--- src/rtl/pwm_sd_pkg.sv ---
package pwm_sd_pkg;
   localparam int NUM_PINS = 4;
   localparam int PIN_A = 0;
   localparam int PIN_B = 1;
   localparam int PIN_C = 2;
   localparam int PIN_D = 3;

   typedef enum logic [1:0] {
      SAFE_LOW  = 2'b00,
      SAFE_HIGH = 2'b01,
      SAFE_REL0 = 2'b10,
      SAFE_REL1 = 2'b11
   } safe_code_t;

   typedef struct packed {
      logic val;
      logic oe;
   } pin_drive_t;

   function automatic pin_drive_t safe_drive(input safe_code_t code);
      pin_drive_t d;
      case (code)
         SAFE_LOW:  d = '{val: 1'b0, oe: 1'b1};
         SAFE_HIGH: d = '{val: 1'b1, oe: 1'b1};
         default:   d = '{val: 1'b0, oe: 1'b0};
      endcase
      return d;
   endfunction
endpackage

--- src/rtl/psd_sync.sv ---
module psd_sync #(
   parameter int WIDTH  = 3,
   parameter int STAGES = 2,
   parameter logic RST_VAL = 1'b1
) (
   input  logic             clk,
   input  logic             rst_n,
   input  logic [WIDTH-1:0] d_i,
   output logic [WIDTH-1:0] q_o
);
   logic [STAGES-1:0][WIDTH-1:0] chain_q;

   always_ff @(posedge clk or negedge rst_n) begin
      if (!rst_n) chain_q[0] <= {WIDTH{RST_VAL}};
      else        chain_q[0] <= d_i;
   end

   for (genvar s = 1; s < STAGES; s++) begin : g_stage
      always_ff @(posedge clk or negedge rst_n) begin
         if (!rst_n) chain_q[s] <= {WIDTH{RST_VAL}};
         else        chain_q[s] <= chain_q[s-1];
      end
   end

   assign q_o = chain_q[STAGES-1];
endmodule

--- src/rtl/psd_fault_detect.sv ---
module psd_fault_detect #(
   parameter int N_FAULT = 3
) (
   input  logic [N_FAULT-1:0] fault_sync_n_i,
   input  logic [N_FAULT-1:0] src_en_i,
   output logic               fault_seen_o
);
   logic [N_FAULT-1:0] hit;

   for (genvar i = 0; i < N_FAULT; i++) begin : g_src
      assign hit[i] = src_en_i[i] & ~fault_sync_n_i[i];
   end

   assign fault_seen_o = |hit;
endmodule

--- src/rtl/psd_state.sv ---
module psd_state (
   input  logic clk,
   input  logic rst_n,
   input  logic fault_seen_i,
   input  logic clr_req_i,
   input  logic period_start_i,
   output logic flag_o,
   output logic forced_o
);
   logic flag_q;
   logic hold_q;
   logic clr_ok;
   logic release_ok;

   assign clr_ok     = clr_req_i & ~fault_seen_i;
   assign release_ok = period_start_i & ~flag_q & ~fault_seen_i;

   always_ff @(posedge clk or negedge rst_n) begin
      if (!rst_n)            flag_q <= 1'b0;
      else if (fault_seen_i) flag_q <= 1'b1;
      else if (clr_ok)       flag_q <= 1'b0;
   end

   always_ff @(posedge clk or negedge rst_n) begin
      if (!rst_n)            hold_q <= 1'b0;
      else if (fault_seen_i) hold_q <= 1'b1;
      else if (release_ok)   hold_q <= 1'b0;
   end

   assign flag_o   = flag_q;
   assign forced_o = fault_seen_i | flag_q | hold_q;
endmodule

--- src/rtl/psd_pin_drive.sv ---
module psd_pin_drive
   import pwm_sd_pkg::*;
(
   input  logic                forced_i,
   input  logic [1:0]          safe_ac_i,
   input  logic [1:0]          safe_bd_i,
   input  logic [NUM_PINS-1:0] pin_active_i,
   input  logic [NUM_PINS-1:0] pwm_i,
   output logic [NUM_PINS-1:0] pin_o,
   output logic [NUM_PINS-1:0] pin_oe_o
);
   pin_drive_t drv_ac;
   pin_drive_t drv_bd;

   assign drv_ac = safe_drive(safe_code_t'(safe_ac_i));
   assign drv_bd = safe_drive(safe_code_t'(safe_bd_i));

   for (genvar p = 0; p < NUM_PINS; p++) begin : g_pin
      pin_drive_t safe_p;
      if (p == PIN_A || p == PIN_C) begin : g_ac
         assign safe_p = drv_ac;
      end else begin : g_bd
         assign safe_p = drv_bd;
      end

      always_comb begin
         if (!pin_active_i[p]) begin
            pin_o[p]    = 1'b0;
            pin_oe_o[p] = 1'b0;
         end else if (forced_i) begin
            pin_o[p]    = safe_p.val;
            pin_oe_o[p] = safe_p.oe;
         end else begin
            pin_o[p]    = pwm_i[p];
            pin_oe_o[p] = 1'b1;
         end
      end
   end
endmodule

--- src/rtl/pwm_shutdown_ctrl.sv ---
module pwm_shutdown_ctrl
   import pwm_sd_pkg::*;
#(
   parameter int N_FAULT     = 3,
   parameter int SYNC_STAGES = 2
) (
   input  logic               clk,
   input  logic               rst_n,
   input  logic [N_FAULT-1:0] fault_n_i,
   input  logic [N_FAULT-1:0] src_en_i,
   input  logic [1:0]         safe_ac_i,
   input  logic [1:0]         safe_bd_i,
   input  logic [3:0]         pin_active_i,
   input  logic [3:0]         pwm_i,
   input  logic               period_start_i,
   input  logic               clr_req_i,
   output logic [3:0]         pin_o,
   output logic [3:0]         pin_oe_o,
   output logic               sd_flag_o,
   output logic               sd_active_o
);
   if (N_FAULT < 1) begin : g_bad_nf
      $error("pwm_shutdown_ctrl: N_FAULT must be at least 1");
   end
   if (SYNC_STAGES < 2) begin : g_bad_sync
      $error("pwm_shutdown_ctrl: SYNC_STAGES must be at least 2");
   end
   if (NUM_PINS != 4) begin : g_bad_pins
      $error("pwm_shutdown_ctrl: pin count must be 4");
   end

   logic [N_FAULT-1:0] fault_sync_n;
   logic               fault_seen;
   logic               forced;

   psd_sync #(
      .WIDTH  (N_FAULT),
      .STAGES (SYNC_STAGES),
      .RST_VAL(1'b1)
   ) u_sync (
      .clk  (clk),
      .rst_n(rst_n),
      .d_i  (fault_n_i),
      .q_o  (fault_sync_n)
   );

   psd_fault_detect #(.N_FAULT(N_FAULT)) u_detect (
      .fault_sync_n_i(fault_sync_n),
      .src_en_i      (src_en_i),
      .fault_seen_o  (fault_seen)
   );

   psd_state u_state (
      .clk           (clk),
      .rst_n         (rst_n),
      .fault_seen_i  (fault_seen),
      .clr_req_i     (clr_req_i),
      .period_start_i(period_start_i),
      .flag_o        (sd_flag_o),
      .forced_o      (forced)
   );

   psd_pin_drive u_drive (
      .forced_i    (forced),
      .safe_ac_i   (safe_ac_i),
      .safe_bd_i   (safe_bd_i),
      .pin_active_i(pin_active_i),
      .pwm_i       (pwm_i),
      .pin_o       (pin_o),
      .pin_oe_o    (pin_oe_o)
   );

   assign sd_active_o = forced;
endmodule

--- config.mk ---
export PLATFORM = sky130hd
export DESIGN_NAME = pwm_shutdown_ctrl
export DESIGN_NICKNAME = d
export VERILOG_FILES = /design/src/rtl/pwm_sd_pkg.sv /design/src/rtl/psd_sync.sv /design/src/rtl/psd_fault_detect.sv /design/src/rtl/psd_state.sv /design/src/rtl/psd_pin_drive.sv /design/src/rtl/pwm_shutdown_ctrl.sv
export SDC_FILE = /design/constraint.sdc
export NUM_CORES = 1
export LEC_CHECK = 0
export ABC_AREA = 1
export BUFFER_PORTS_ARGS = -buffer_cell sky130_fd_sc_hd__buf_2
export CAP_MARGIN = 0
export CELL_PAD_IN_SITES_DETAIL_PLACEMENT = 2
export CELL_PAD_IN_SITES_GLOBAL_PLACEMENT = 2
export CORE_MARGIN = 2
export CORE_UTILIZATION = 18
export DETAILED_ROUTE_END_ITERATION = 16
export PLACE_DENSITY = 0.77
export SLEW_MARGIN = 25
export SYNTH_ARGS = -nofsm -noshare
export SYNTH_HDL_FRONTEND = slang
export SYNTH_HIERARCHICAL = 1
export SYNTH_SLANG_ARGS = --single-unit
--- constraint.sdc ---
create_clock -name clk -period 3.3 [get_ports clk]
set_clock_uncertainty 0.2 [all_clocks]
set_input_delay 0.33 -clock clk [delete_from_list [all_inputs] [get_ports clk]]
set_output_delay 0.33 -clock clk [all_outputs]
set_load 0.05 [all_outputs]
# --- Yosys cells after proc, flatten, opt, wreduce, memory -nomap -nowiden ---
# Cells that the tools add are included.
word_totals:
  reg_bits: 8
  in_bits: 22
classes:
  n_eq_ne: 2
  n_reduce_logical: 5
  bitwise_logic: 13
  mux: 20
ops:
  columns: ["op", "n"]
  rows:
  - ["$mux 1", 18]
  - ["$pmux 2 s2", 2]
  - ["$and 1x1->1", 6]
  - ["$not 1->1", 5]
  - ["$eq 2x1->1 const B", 2]
  - ["$logic_not 2->1", 2]
  - ["$reduce_bool 2->1", 2]
  - ["$reduce_or 3->1", 1]
  - ["$or 1x1->1", 2]

# --- Logic depth before layout (Yosys ltp) ---
# Gate-level depths: netlist of the first run.
logic_depth:
  word_depth: 7
  ltp_mapped: 9
  mapped_depth_nobuf: 8

# --- Hierarchy ---
# The synthesis of the first run kept the hierarchy.
modules_own_cells:
  columns: ["module", "cells_per_inst", "n_inst", "area_per_inst_um2"]
  rows:
  - ["psd_sync", 9, 1, 180.2]
  - ["psd_pin_drive", 21, 1, 91.3]
  - ["psd_state", 8, 1, 77.6]
  - ["psd_fault_detect", 7, 1, 27.5]

# --- Least setup slack after synthesis of the first run ---
# OpenSTA, ideal clock, no wires.
synth_path:
  path_type: "register -> output"
  from: "register u_sync.chain_q (netlist bit u_sync/q_o[0])"
  to: "output port pin_o[0]"
  setup_slack_ns: 0.419
  n_path_buf: 1
  required_ns: 2.770
  stages_incl_launch_ff: 10
  arrival_time_ns: 2.351
  cell_sequence: "dfstp_2 > buf_4 > inv_1 > nand2_1 > nand3_1 > nor2_1 > nand2_1 > inv_1 > nand2_1 > a21oi_1"
synth_between:
  elab_chain_len: 7
synth_rtl:
  columns: ["element", "line", "rtl"]
  rows:
  - ["start: declaration", "psd_sync.sv:11", "logic [STAGES-1:0][WIDTH-1:0] chain_q;"]
  - ["start signal: indexed assignment", "psd_sync.sv:20", "if (!rst_n) chain_q[s] <= {WIDTH{RST_VAL}};"]
  - ["start signal: indexed assignment", "psd_sync.sv:21", "else chain_q[s] <= chain_q[s-1];"]
  - ["$not 1->1", "psd_fault_detect.sv:11", "assign hit[i] = src_en_i[i] & ~fault_sync_n_i[i];"]
  - ["$and 1x1->1", "psd_fault_detect.sv:11", null]
  - ["$reduce_or 3->1", "psd_fault_detect.sv:14", "assign fault_seen_o = |hit;"]
  - ["via fault_seen", "pwm_shutdown_ctrl.sv:33", "logic fault_seen;"]
  - ["$or 1x1->1 (2 in series)", "psd_state.sv:31", "assign forced_o = fault_seen_i | flag_q | hold_q;"]
  - ["via sd_active_o", "pwm_shutdown_ctrl.sv:20", "output logic sd_active_o"]
  - ["$mux 1", "psd_pin_drive.sv:30", "end else if (forced_i) begin"]
  - ["$mux 1", "psd_pin_drive.sv:27", "if (!pin_active_i[p]) begin"]
  - ["end: declaration", "pwm_shutdown_ctrl.sv:17", "output logic [3:0] pin_o,"]
# The timed path passes the listed nets, and every way through them passes these cells.

# --- Final worst setup path of the first run ---
layout_path:
  from: "register u_sync.chain_q (netlist bit u_sync/q_o[0])"
  to: "output port pin_o[2]"
layout_between:
  elab_chain_len: 7
layout_rtl:
  columns: ["element", "line"]
  rows:
  - ["$not 1->1", "psd_fault_detect.sv:11"]
  - ["$and 1x1->1", "psd_fault_detect.sv:11"]
  - ["$reduce_or 3->1", "psd_fault_detect.sv:14"]
  - ["via fault_seen", "pwm_shutdown_ctrl.sv:33"]
  - ["$or 1x1->1 (2 in series)", "psd_state.sv:31"]
  - ["$mux 1", "psd_pin_drive.sv:30"]
  - ["$mux 1", "psd_pin_drive.sv:27"]
# The timed path passes the listed nets, and every way through them passes these cells.

==> summary.md, run 1 <==
| Metric | Value |
|---|---|
| Result of the run | `finished clean` |
| Highest achievable clock rate | `approximately 400 MHz` |
| Netlist Area Pre-Place | `376.6 µm²` |
| Synth Instances | `45` |
| Number of antenna violations at the first check in global routing | `0` |
| Largest stage delay on the critical path | `0.51 ns` |
| Prevailing post-synth register cell | `sky130_fd_sc_hd__dfstp_2` |
| Main area contributors after synthesis | `sky130_fd_sc_hd__dfstp_2, sky130_fd_sc_hd__dfrtp_1, sky130_fd_sc_hd__a21oi_1` |
| Slowest CP cell | `sky130_fd_sc_hd__dfstp_2` |
| CTS H-tree depth | `1` |
| Synthesized net count | `67` |
| Period utilisation layout | `0.7548` |
| Synth Warn # | `6` |
| List of cells traversed by the critical path | `inv_1 > nand2_1 > nand3_1 > nor2_1 > nand2_1 > inv_1 > nand2_1 > a21oi_1 > buf_2` |
| Sequential area share after synthesis | `0.5515` |
| Total Negative Setup Slacks | `0 ns` |
| Mean routed wirelength per cell | `11.34 µm` |
| Maximum Capacitance Violations | `0` |
| Multi-input gate area in the final layout | `105.1 µm²` |
| Initial Utilization | `0.1920` |
| Number of cells upsized or downsized after cts | `0` |
| Number of distinct library cells after synthesis | `9` |
| Fraction of layout cells with a size suffix above 1 | `0.4938` |
| Via count of the first global-routing pass | `443` |
| Antenna Diode Count | `0` |
| Critical path's top delay family | `simple AND/OR/NAND/NOR gates` |
| Number of buffers and inverters on the critical path | `3` |
| GPL Wtd Cong | `0.7462` |
| Largest area contributor in the netlist | `sky130_fd_sc_hd__dfstp_2` |
| Cell Count, Final, Fillers Out | `108` |
| Pin slew with the least headroom to its limit | `0.2568 ns` |
| Cell seen most often among critical-path stages | `sky130_fd_sc_hd__nand2_1` |
| Io pins | `32` |
| Crit path DAT | `roughly 2.0 ns` |
| Setup repair after global routing missed its margin | `no` |
| Area added between synthesis and finish | `61.79%` |
| Residual antenna-violating net count after detailed routing | `0` |
| Synth Register Bits | `8` |
| Overall via count from detail_route | `417` |
| Reported leakage power | `0.3437 nW` |
| Worst Path Class, Setup | `register to output port` |
| Critical path required time | `2.77 ns` |
| Std cell rows | `16` |
| PortBufs | `31` |
| Clock tree buffer depth | `2` |
| FILL cells | `approximately 260` |
| Post-synth top area share | `0.4186` |
| Area used by sequential logic in the layout | `207.7 µm²` |
| Avg Synthesized Cell Area | `8.369 µm²` |
| Synth async-reset ratio | `1.000` |
| Full die area | `2474 µm²` |
| Crit-path max FO | `8` |
| Kind of path behind the tightest hold check | `input pin to register` |
| DRC marker count from the first detailed-route iteration | `3` |
| Clock latency on the worst-skew pair | `0.26 ns` |
| DRC | `0` |
| Core area | `1962 µm²` |
| Number of enable-type register cells in the synthesized netlist | `0` |
| Die outline height | `49.74 µm` |
| Global-route congestion overflow total | `0` |
| Fin. max-slew vios | `0` |
| Cell with the most instances after synthesis | `sky130_fd_sc_hd__inv_1` |
| Power per Cell Area | `404.7 nW/µm²` |
| Router iterations before antenna repair | `3` |
| Type of element launching the critical path | `register` |
| Cts-stage hold buffer count | `4` |
| Leading cell types by count after synthesis | `sky130_fd_sc_hd__inv_1, sky130_fd_sc_hd__a21oi_1, sky130_fd_sc_hd__nand2_1` |
| Setup violations, final | `0` |
| TritonCTS Sinks | `8` |
| Total GRT Usage | `0.1091` |
| Wire length of the first global-routing pass | `1938 µm` |
| Clock-pin slew on the worst setup and hold paths | `approximately 0.050 ns` |
| Setup Fix Bufs, Post-CTS | `0` |
| TritonCTS clock tree | `done` |
| Clock tree root buffer cell | `sky130_fd_sc_hd__clkbuf_4` |
| Routed WL | `1225 µm` |
| Max transition margin | `0.8300` |
| Nets | `104` |
| Total clock buffers created by CTS | `3` |
| DP Cell Count | `100` |
| Sum of net half-perimeters after detailed placement | `1071 µm` |
| VDD IR-drop max | `242.2 µV` |
| Maximum number of pins on one net before global-route repair | `9` |
| Floorplan die width | `49.74 µm` |
| Min Tclk post-route | `2.491 ns` |
| Vias per cell | `3.861` |
| Hold Fails Final Rpt | `0` |
| Type of destination of the critical path | `output port` |
cells by family (layout without fill, tap and decap cells):
family / count (synthesis) / count (layout) / synth area share
DFF: 8 / 8 / 0.5515
AOI/OAI and AO/OA: 10 / 10 / 0.1395
and+or+nand+nor: 13 / 13 / 0.1395
buffers and inverters: 14 / 50 / 0.1694
cell usage in the layout (no fill, tap or decap):
cell / Yosys / layout
sky130_fd_sc_hd__a21oi_1: 9 / 9
sky130_fd_sc_hd__buf_2: 0 / 31
sky130_fd_sc_hd__clkbuf_1: 0 / 1
sky130_fd_sc_hd__clkbuf_4: 0 / 3
sky130_fd_sc_hd__dfrtp_1: 2 / 2
sky130_fd_sc_hd__dfstp_2: 6 / 6
sky130_fd_sc_hd__dlygate4sd3_1: 0 / 4
sky130_fd_sc_hd__inv_1: 11 / 11
sky130_fd_sc_hd__nand2_1: 8 / 8
sky130_fd_sc_hd__nand3_1: 3 / 3
sky130_fd_sc_hd__nor2_1: 2 / 2
sky130_fd_sc_hd__o21bai_1: 1 / 1
report_power, final:
part / internal [mW] / total, mW / switching (mW) / leakage (nW)
Clock: 0.0462 / 0.0790 / 0.0328 / 0.0150
Combinational: 0.0203 / 0.0587 / 0.0384 / 0.246
Sequential: 0.107 / 0.109 / 0.00216 / 0.0828
state kept, by name, summed over array words and instances (netlist names):
register,flops
u_state/flag_o,1
u_sync/q_o,3
u_state/hold_q,1
u_sync/chain_q,3
metal layers:
| layer | GRT usage | share of wire |
|---|---|---|
| met2 | 0.2067 | 0.56 |
| met1 | 0.1021 | 0.37 |
| met3 | 0.03636 | 0.057 |
| met5 | 0 | 0 |
| met4 | 0.05556 | 0.016 |
final cells by class:
| class | count | area share |
|---|---|---|
| Tap cell | 27 | 0.05544 |
| Clock buffer | 4 | 0.04312 |
| Timing Repair Buffer | 35 | 0.3203 |
| Inverter | 11 | 0.06776 |
| Multi-Input combinational cell | 23 | 0.1725 |
| Sequential cell | 8 | 0.3409 |
per-stage QoR:
stage | util | power, mW | cell area [µm²] | hold WS [ns] | worst slack [ns]
after floorplan | - | 0.1445 | 376.6 | -0.1656 | 0.4187
after global placement | 0.2768 | 0.1639 | 543.0 | -0.03122 | 1.130
after detailed placement | 0.2768 | 0.1663 | 543.0 | -0.02594 | 1.038
after CTS | 0.3106 | 0.2526 | 609.3 | 0.04842 | 0.7559
after global routing | 0.3106 | 0.2629 | 609.3 | 0.05064 | 0.5819
final | 0.3106 | 0.2466 | 609.3 | 0.05757 | 0.8091
final timing paths:
| path | start | to | slack [ns] | cells after the start |
|---|---|---|---|---|
| max in group asynchronous | rst_n | u_sync/q_o[0]$_DFF_PN1_ | 2.41 | 2 |
| min in group asynchronous | rst_n | u_state/flag_o$_DFFE_PN0P_ | 0.25 | 2 |
| min | period_start_i | u_state/hold_q$_DFFE_PN0P_ | 0.06 | 2 |
| max reg2reg | u_sync/q_o[0]$_DFF_PN1_ | u_state/hold_q$_DFFE_PN0P_ | 2.05 | 5 |
| max | u_sync/q_o[0]$_DFF_PN1_ | pin_o[2] | 0.81 | 9 |
| min reg2reg | u_sync/chain_q[0]$_DFF_PN1_ | u_sync/q_o[0]$_DFF_PN1_ | 0.15 | 0 |
Power figures use the tool's default switching activity.
==> run 2, diff against run 1 <==
--- a/config.mk
+++ b/config.mk
@@ -10,10 +10,11 @@
 export CAP_MARGIN = 0
 export CELL_PAD_IN_SITES_DETAIL_PLACEMENT = 2
 export CELL_PAD_IN_SITES_GLOBAL_PLACEMENT = 2
+export CORE_ASPECT_RATIO = 0.6
 export CORE_MARGIN = 2
-export CORE_UTILIZATION = 18
+export CORE_UTILIZATION = 17
 export DETAILED_ROUTE_END_ITERATION = 16
-export PLACE_DENSITY = 0.77
+export PLACE_DENSITY = 0.73
 export SLEW_MARGIN = 25
 export SYNTH_ARGS = -nofsm -noshare
 export SYNTH_HDL_FRONTEND = slang
==> constraint.sdc (replaced) <==
create_clock -name clk -period 2.31 [get_ports clk]
set_clock_uncertainty 0.2 [all_clocks]
set_input_delay 0.231 -clock clk [delete_from_list [all_inputs] [get_ports clk]]
set_output_delay 0.231 -clock clk [all_outputs]
set_load 0.05 [all_outputs]
==> run 2 against run 1 <==
- die area up 5.9%
- clock-buffer cell count shrank 1
- highest routed layer is now met3
- critical path depth did not move
- setup slack lost 0.66 ns
==> summary.md, run 2 (synthesized netlist as in run 1, its figures left out) <==
| Metric | Value |
|---|---|
| Post-route worst setup slack | `0.1534 ns (was 0.8091 ns)` |
| Total net switching power | `114.8 µW (was 73.31 µW)` |
| Fin. max-slew vios | `0 (unchanged)` |
| Power per Cell Area | `557.8 nW/µm² (was 404.7 nW/µm²)` |
| PortBufs | `31 (unchanged)` |
| Critical path's top delay family | `flip-flops (was simple AND/OR/NAND/NOR gates)` |
| Largest stage delay on the critical path | `0.52 ns (was 0.51 ns)` |
| Type of element launching the critical path | `register (unchanged)` |
| Crit-path max FO | `4 (was 8)` |
| DRC | `0 (unchanged)` |
| Clock latency on the worst-skew pair | `0.22 ns (was 0.26 ns)` |
| Critical path required time | `1.88 ns (was 2.77 ns)` |
| Cell Count, Final, Fillers Out | `112 (was 108)` |
| Highest achievable clock rate | `463.7 MHz` |
| Reported leakage power | `0.3717 nW (was 0.3437 nW)` |
| Hold Startpoint | `clr_req_i (was period_start_i)` |
| Post-Route Utilization | `0.3517 (was 0.3106)` |
| Clock-pin slew on the worst setup and hold paths | `0.04 ns (was 0.05 ns)` |
| CTS H-tree depth | `1 (unchanged)` |
| GPL Wtd Cong | `0.6207 (was 0.7462)` |
| Vias per cell | `3.777 (was 3.861)` |
| Floorplan die width | `64.77 µm (was 49.74 µm)` |
| DRC marker count from the first detailed-route iteration | `2 (was 3)` |
| Sequential share of power | `0.374 (was 0.442)` |
| Clock tree root buffer cell | `sky130_fd_sc_hd__clkbuf_8 (was sky130_fd_sc_hd__clkbuf_4)` |
| Cell area reported after detailed placement | `609.3 µm² (was 543.0 µm²)` |
| Clock Power Share | `0.387 (was 0.320)` |
| Global-route congestion overflow total | `0 (unchanged)` |
| Total GRT Usage | `0.1110 (was 0.1091)` |
| Full die area | `2620 µm² (was 2474 µm²)` |
| Pre-CTS setup slack | `0.09495 ns (was 1.038 ns)` |
| Nets | `106 (was 104)` |
| Mean routed wirelength per cell | `11.69 µm (was 11.34 µm)` |
| DP Cell Count | `103 (was 100)` |
| Kind of path behind the tightest hold check | `input pin to register (unchanged)` |
| Type of destination of the critical path | `output port (unchanged)` |
| Maximum Capacitance Violations | `0 (unchanged)` |
| Area added between synthesis and finish | `99.00% (was 61.79%)` |
| Result of the run | `finished clean (unchanged)` |
| Overall Power | `418.1 µW (was 246.6 µW)` |
| Most used cells in the layout excluding fill and tap cells | `sky130_fd_sc_hd__buf_2, sky130_fd_sc_hd__inv_1, sky130_fd_sc_hd__nand2_1, sky130_fd_sc_hd__dfstp_2, sky130_fd_sc_hd__dlygate4sd3_1 (was sky130_fd_sc_hd__buf_2, sky130_fd_sc_hd__inv_1, sky130_fd_sc_hd__a21oi_1, sky130_fd_sc_hd__nand2_1, sky130_fd_sc_hd__dfstp_2)` |
| Max transition margin | `0.8288 (was 0.8300)` |
| Wire length of the first global-routing pass | `2021 µm (was 1938 µm)` |
| Std cell rows | `13 (was 16)` |
| Min Tclk post-route | `2.157 ns` |
| Via count of the first global-routing pass | `419 (was 443)` |
| Slowest CP cell | `sky130_fd_sc_hd__dfstp_2 (unchanged)` |
| Fraction of layout cells with a size suffix above 1 | `0.6463 (was 0.4938)` |
| TritonCTS clock tree | `done (unchanged)` |
| Router iterations before antenna repair | `2 (was 3)` |
| Source of the worst register-to-register timing path | `u_sync/q_o[2]$_DFF_PN1_ (was u_sync/q_o[0]$_DFF_PN1_)` |
| Critical path launch point | `u_sync/q_o[2]$_DFF_PN1_ (was u_sync/q_o[0]$_DFF_PN1_)` |
| Total Negative Setup Slacks | `0 ns (unchanged)` |
| Die outline height | `40.46 µm (was 49.74 µm)` |
| Wl on met1 | `640 µm (was 451 µm)` |
| Maximum number of pins on one net before global-route repair | `9 (unchanged)` |
| Residual antenna-violating net count after detailed routing | `0 (unchanged)` |
| DR top layer | `met3 (was met4)` |
| Met3 layer wire length in the routed design | `9 µm (was 70 µm)` |
| Io pins | `32 (unchanged)` |
| Setup violations, final | `0 (unchanged)` |
| TritonCTS Sinks | `8 (unchanged)` |
| Total clock buffers created by CTS | `3 (unchanged)` |
| Number of antenna violations at the first check in global routing | `0 (unchanged)` |
| Cell seen most often among critical-path stages | `sky130_fd_sc_hd__nand2_1 (unchanged)` |
| Clock tree buffer depth | `2 (unchanged)` |
| Proportion of total power due to net switching | `0.2746 (was 0.2973)` |
| Initial Utilization | `0.1767 (was 0.1920)` |
| Routed WL | `1309 µm (was 1225 µm)` |
| Number of buffers and inverters on the critical path | `3 (unchanged)` |
| Final hold slack | `0.006093 ns (was 0.05757 ns)` |
| Core area | `2131 µm² (was 1962 µm²)` |
| Crit path DAT | `1.73 ns (was 1.96 ns)` |
| Pin slew with the least headroom to its limit | `0.2586 ns (was 0.2568 ns)` |
| Period utilisation layout | `0.9336` |
| Setup repair after global routing missed its margin | `no (unchanged)` |
| Overall via count from detail_route | `423 (was 417)` |
| VDD IR-drop max | `275.5 µV (was 242.2 µV)` |
| Routed met2 length | `658 µm (was 683 µm)` |
| List of cells traversed by the critical path | `inv_1 > nand2_1 > nand3_1 > nor2_2 > nand2_2 > inv_2 > nand2_1 > a21oi_4 > buf_6 (was inv_1 > nand2_1 > nand3_1 > nor2_1 > nand2_1 > inv_1 > nand2_1 > a21oi_1 > buf_2)` |
| Proportion of power drawn by combinational gates | `0.239 (was 0.238)` |
| Most frequent standard cell in the layout excluding fill and tap cells | `sky130_fd_sc_hd__buf_2 (unchanged)` |
| Final instance area | `749.5 µm² (was 609.3 µm²)` |
| Hold Fails Final Rpt | `0 (unchanged)` |
| Internal power | `303.3 µW (was 173.3 µW)` |
| Worst Path Class, Setup | `register to output port (unchanged)` |
| Antenna Diode Count | `0 (unchanged)` |
-- run 2: changes by cell type in the layout (fill, tap and decap cells not counted), moves of 3 or more --
cell	before	now
sky130_fd_sc_hd__a21oi_1	9	1
sky130_fd_sc_hd__a21oi_2	0	4
sky130_fd_sc_hd__a21oi_4	0	4
sky130_fd_sc_hd__buf_2	31	27
sky130_fd_sc_hd__buf_6	0	3
sky130_fd_sc_hd__clkbuf_4	3	0
sky130_fd_sc_hd__clkbuf_8	0	3
-- run 2: routing by layer --
metal	GRT usage	up-vias
li1	-	209
met1	0.1419	211
met2	0.1778	3
met3	0.01685	0
met4	0.07979	0
met5	0	-
-- run 2: worst paths after layout --
path                            slack [ns]                          end  cells after the start
worst max-delay path                  0.15                     pin_o[0]                      9
min in group asynchronous             0.18   u_state/hold_q$_DFFE_PN0P_                      2
worst max register to register        1.08   u_state/hold_q$_DFFE_PN0P_                      5
max in group asynchronous             1.50  u_sync/chain_q[2]$_DFF_PN1_                      2
worst min register to register        0.15      u_sync/q_o[0]$_DFF_PN1_                      0
worst min-delay path                 0.006   u_state/flag_o$_DFFE_PN0P_                      2
-- run 2: what timing repair did --
| action | 4_1_cts | 5_1_grt |
|---|---|---|
| buffers inserted | 1 | 0 |
| setup endpoints to repair | 4 | 5 |
| pin swaps | 1 | 1 |
| hold buffers | 5 | 0 |
| endpoints found under the hold margin | 12 | 0 |
| resized for setup | 5 | 5 |
-- run 2: power groups by stage --
stage / registers, mW / logic (mW) / clock network [mW]
6_report: 0.156 / 0.0998 / 0.162
5_1_grt: 0.157 / 0.108 / 0.181
4_1_cts: 0.157 / 0.0986 / 0.169
3_5_place_dp: 0.158 / 0.0885 / 0
3_3_place_gp: 0.158 / 0.0865 / 0
2_1_floorplan: 0.162 / 0.0528 / 0
-- run 2: worst register-to-register path, stage by stage, from the launching register on --
cell	delay (ns)
sky130_fd_sc_hd__dfstp_2	0.52
sky130_fd_sc_hd__inv_1	0.03
sky130_fd_sc_hd__nand2_1	0.05
sky130_fd_sc_hd__nand3_1	0.11
sky130_fd_sc_hd__nor2_1	0.12
sky130_fd_sc_hd__a21oi_1	0.07
-- run 2: layout make-up --
class                      count  area, µm²
timing repair buffer          37      246.5
multi-input combinational     23      175.2
clock buffer                   3      41.29
sequential                     8      207.7
inverter                      11      41.29
tap                           30      37.54
fill                         243       1381
